$ cat config.mk
export PLATFORM = sky130hd
export DESIGN_NAME = perm_data_eval
export DESIGN_NICKNAME = d
export VERILOG_FILES = /design/src/rtl/mmu_perm_pkg.sv /design/src/rtl/perm_data_eval.sv
export SDC_FILE = /design/constraint.sdc
export NUM_CORES = 1
export LEC_CHECK = 0
export ABC_AREA = 1
export BUFFER_PORTS_ARGS = -buffer_cell sky130_fd_sc_hd__buf_4
export CORE_AREA = 2 2 39 41
export DETAILED_ROUTE_END_ITERATION = 10
export DIE_AREA = 0 0 41 43
export GPL_ROUTABILITY_DRIVEN = 0
export SLEW_MARGIN = 15
export SYNTH_ARGS = -nofsm -noshare
export SYNTH_HDL_FRONTEND = slang
export SYNTH_SLANG_ARGS = --single-unit
$ cat constraint.sdc
create_clock -name vclk -period 0.8
set_clock_uncertainty 0.1 [all_clocks]
set_input_delay 0.16 -clock vclk [all_inputs]
set_output_delay 0.16 -clock vclk [all_outputs]
set_load 0.1 [all_outputs]
$ cat src/rtl/mmu_perm_pkg.sv
package mmu_perm_pkg;

  localparam int CLASS_W   = 4;
  localparam int ZONE_W    = 2;
  localparam int VERDICT_W = 5;

  localparam logic [CLASS_W-1:0] AC_FETCH    = 4'd0;
  localparam logic [CLASS_W-1:0] AC_LOAD     = 4'd1;
  localparam logic [CLASS_W-1:0] AC_STORE    = 4'd2;
  localparam logic [CLASS_W-1:0] AC_DCZERO   = 4'd3;
  localparam logic [CLASS_W-1:0] AC_DCFLUSH  = 4'd4;
  localparam logic [CLASS_W-1:0] AC_ICINVAL  = 4'd5;
  localparam logic [CLASS_W-1:0] AC_TOUCH    = 4'd6;
  localparam logic [CLASS_W-1:0] AC_TOUCH_ST = 4'd7;
  localparam logic [CLASS_W-1:0] AC_DCINVAL  = 4'd8;
  localparam logic [CLASS_W-1:0] AC_CCINVAL  = 4'd9;
  localparam logic [CLASS_W-1:0] AC_DCALLOC  = 4'd10;

  localparam logic [ZONE_W-1:0] ZONE_LOCKED = 2'b00;
  localparam logic [ZONE_W-1:0] ZONE_OPEN   = 2'b11;

  localparam int VB_PERMIT = 0;
  localparam int VB_NOOP   = 1;
  localparam int VB_DSF    = 2;
  localparam int VB_ISF    = 3;
  localparam int VB_PROG   = 4;

  // zone grants full access regardless of page bits
  function automatic logic zone_overrides(input logic sup, input logic [ZONE_W-1:0] z);
    return sup ? z[ZONE_W-1] : (z == ZONE_OPEN);
  endfunction

  function automatic logic is_privileged(input logic [CLASS_W-1:0] c);
    return (c == AC_DCINVAL) || (c == AC_CCINVAL);
  endfunction

  function automatic logic is_write_class(input logic [CLASS_W-1:0] c, input logic sup);
    return (c == AC_STORE) || (c == AC_DCZERO) || (sup && is_privileged(c));
  endfunction

  function automatic logic is_lock_denied(input logic [CLASS_W-1:0] c);
    return (c == AC_LOAD) || (c == AC_STORE) || (c == AC_DCZERO) ||
           (c == AC_DCFLUSH) || (c == AC_ICINVAL);
  endfunction

  function automatic logic is_touch(input logic [CLASS_W-1:0] c);
    return (c == AC_TOUCH) || (c == AC_TOUCH_ST);
  endfunction

  function automatic logic [VERDICT_W-1:0] pick_verdict(
      input logic xl, input logic prog, input logic dsf,
      input logic isf, input logic noop);
    logic [VERDICT_W-1:0] v;
    v = '0;
    if (!xl)       v[VB_PERMIT] = 1'b1;
    else if (prog) v[VB_PROG]   = 1'b1;
    else if (dsf)  v[VB_DSF]    = 1'b1;
    else if (isf)  v[VB_ISF]    = 1'b1;
    else if (noop) v[VB_NOOP]   = 1'b1;
    else           v[VB_PERMIT] = 1'b1;
    return v;
  endfunction

endpackage

$ cat src/rtl/perm_data_eval.sv
module perm_data_eval
  import mmu_perm_pkg::*;
(
  input  logic               clk,
  input  logic               rst,
  input  logic               supervisor_i,
  input  logic [CLASS_W-1:0] class_i,
  input  logic [ZONE_W-1:0]  zone_i,
  input  logic               pg_wr_i,
  output logic               dsf_hit_o,
  output logic               noop_hit_o,
  output logic               prog_hit_o
);

  logic user_lock;
  logic wr_blocked;
  logic write_fault;
  logic alloc_would_fault;

  assign user_lock         = !supervisor_i && (zone_i == ZONE_LOCKED);
  assign wr_blocked        = !pg_wr_i && !zone_overrides(supervisor_i, zone_i);
  assign write_fault       = is_write_class(class_i, supervisor_i) && wr_blocked;
  assign alloc_would_fault = user_lock || wr_blocked;

  assign prog_hit_o = !supervisor_i && is_privileged(class_i);
  assign dsf_hit_o  = (user_lock && is_lock_denied(class_i)) || write_fault;
  assign noop_hit_o = (user_lock && is_touch(class_i)) ||
                      ((class_i == AC_DCALLOC) && alloc_would_fault);

  AST_ALLOC_NO_DSF: assert property (@(posedge clk) disable iff (rst)
    (class_i == AC_DCALLOC) |-> !dsf_hit_o);
  AST_TOUCH_NO_DSF: assert property (@(posedge clk) disable iff (rst)
    is_touch(class_i) |-> !dsf_hit_o);
  AST_SUP_NO_PROG: assert property (@(posedge clk) disable iff (rst)
    supervisor_i |-> !prog_hit_o);

endmodule

==> metrics.cfg <==
[grt]
grt_usage_pct=5.900
grt_overflow=0
grt_antenna_before_repair=0
grt_pass1_wl_um=779
first_global_vias=199
grt_max_degree=6

[finish]
multi_input_area_um2=201.4
seq_cells=0
n_antenna_cell=0
final.fill_count=162
drive_above_1_share_pct=77.27
final_cell_mix=8 x buf_4, 6 x nand2_1, 4 x nand2_2, 4 x buf_12
final_common_cell=buf_4
nClkBuffers=0
seq_area_um2=0
nNetsFinal=56
area_delta_synth_final_pct=274.7
stdcell_count=60

[run]
drv_cap=0

[logic_synthesis]
synthDominantCellAreaShare_pct=41.05
synth_cell_type_count=9
ys_warn_count=0
syn_area_per_cell_um2=4.245
syn-num-nets=38
ys_seq_area_share_pct=0
synth_top_family_by_area=simple AND/OR/NAND/NOR gates
syn_area_um2=118.9
synth_mux_area_share_pct=0
synth-compound-area-share_pct=8.421
synth_area_leaders=nand2_1 41%, inv_1 16%, nor2_1 9.5%
synth_fa_ha_area_share_pct=0
synth-simple-area-share_pct=72.63
synth.largest_area_cell=nand2_1
synth_cells=28
synth_xor_area_share_pct=0

[power]
swShare_pct=53.37
powerDensity_nw_per_um2=511.6
clock_power_share_pct=0
p_int_mw=0.1062
p_leak_nw=0.2092
pwr-share-seq_pct=0
combPwrFrac_pct=100.0
vdd_drop_max_mv=0.1513
p_switching_mw=0.1216
design_power_total_mw=0.2279

[floorplan]
io_pins=13
num_rows=14
die_h_um=43
dieArea_um2=1763
coreArea_um2=1384
dieWidth_um=41
initial_utilization_pct=8.590

[placement]
place_inst=59
hpwl_um=388.8
port_buffers=11

[worst_setup_path]
cp_num_cells=7
worstSetupStartpointType=input port
worst_path_max_delay_cell=buf_12
critPathKind=input port to output port
path_delay_family=buffers and inverters
worstPathRequired_ns=0.54
end_kind=output port
cp_max_fo=5
cp.arrival_ns=0.86
cp_slowest_stage_delay_ns=0.16
cp_cell_sequence=buf_4 > inv_2 > nand4_1 > nand2_1 > nand2_2 > nand2_8 > buf_12
worst-path-buf-inv=3

[detailed_routing]
drt_first_iter_violations=1
antenna_left=0
first_pass_iters=2
drt-vias-per-instance=3.650
vias=219
drt-total-wl_um=505
drc=0
routedWlPerCell_um=8.417

[timing]
tightest_slew_ns=0.1724
finalHoldViolCount=0
rsz0062_at_grt=yes
fin_hold_ws_ns=0.6086
max_freq_ghz=0.8891
fin_crit_ns=1.125
max-slew-margin-rel_pct=88.47
slew_viol_final=0
fin_crit_sh_pct=140.6
setup_tns_ns=-0.9202
fin_ws_ns=-0.3248
setup_viol=3

[clock_network]
cts_hold_buffers=0

[outcome]
violations=negative setup slack
status=finished with violations

[min_path]
hold_class=input port to output port
hold_path_depth=4

## cell type report
| cell class | count | area share, % |
|---|---|---|
| Multi-Input combinational cell | 22 | 45.22 |
| Timing Repair Buffer | 16 | 42.42 |
| Inverter | 6 | 7.865 |
| Tap cell | 16 | 4.494 |
## what timing repair did
| action | in CTS | in global routing |
|---|---|---|
| gates cloned | 0 | 0 |
| pin swaps | 14 | 8 |
| resized for setup | 26 | 3 |
| setup endpoints to repair | 3 | 3 |
| buffers inserted | 1 | 0 |
## per-layer routing
layer / wire (um) / global-route usage [%] / share of wire, %
met5: 0 / 0 / 0
met4: 0 / 0 / 0
met3: 36 / 0 / 7.1
met2: 276 / 11.25 / 55
met1: 193 / 7.302 / 38
## per-stage QoR
step                setup WS, ns  cell area [um2]  utilization, %
global placement         -0.4940            327.8           23.69
global route             -0.3611            445.4           32.19
detailed placement       -0.5185            327.8           23.69
floorplan                -0.4874            195.2               -
CTS                      -0.3291            435.4           31.46
finish                   -0.3248            445.4           32.19
## synthesized netlist by cell type
master,instances
o21ai_0,2
nor2_1,3
nand2_1,13
inv_2,1
inv_1,5
nor3_1,1
nand4_1,1
nand3_1,1
nor3_2,1
## power by group through the flow
stage	clock (mW)	sequential (mW)	combinational, mW
2_1_floorplan	0	0	0.0930
3_3_place_gp	0	0	0.168
3_5_place_dp	0	0	0.169
4_1_cts	0	0	0.224
5_1_grt	0	0	0.242
6_report	0	0	0.228
## logic make-up (layout without fill, tap and decap cells)
kind of cell	Yosys count	after routing
simple gates	20	20
buf+inv	6	22
compound gates	2	2
## path summary, 6_finish.rpt
check                     from         end
setup / recovery    class_i[1]   dsf_hit_o
hold / removal    supervisor_i  prog_hit_o
Note: power is estimated with default switching activity, not from simulation.
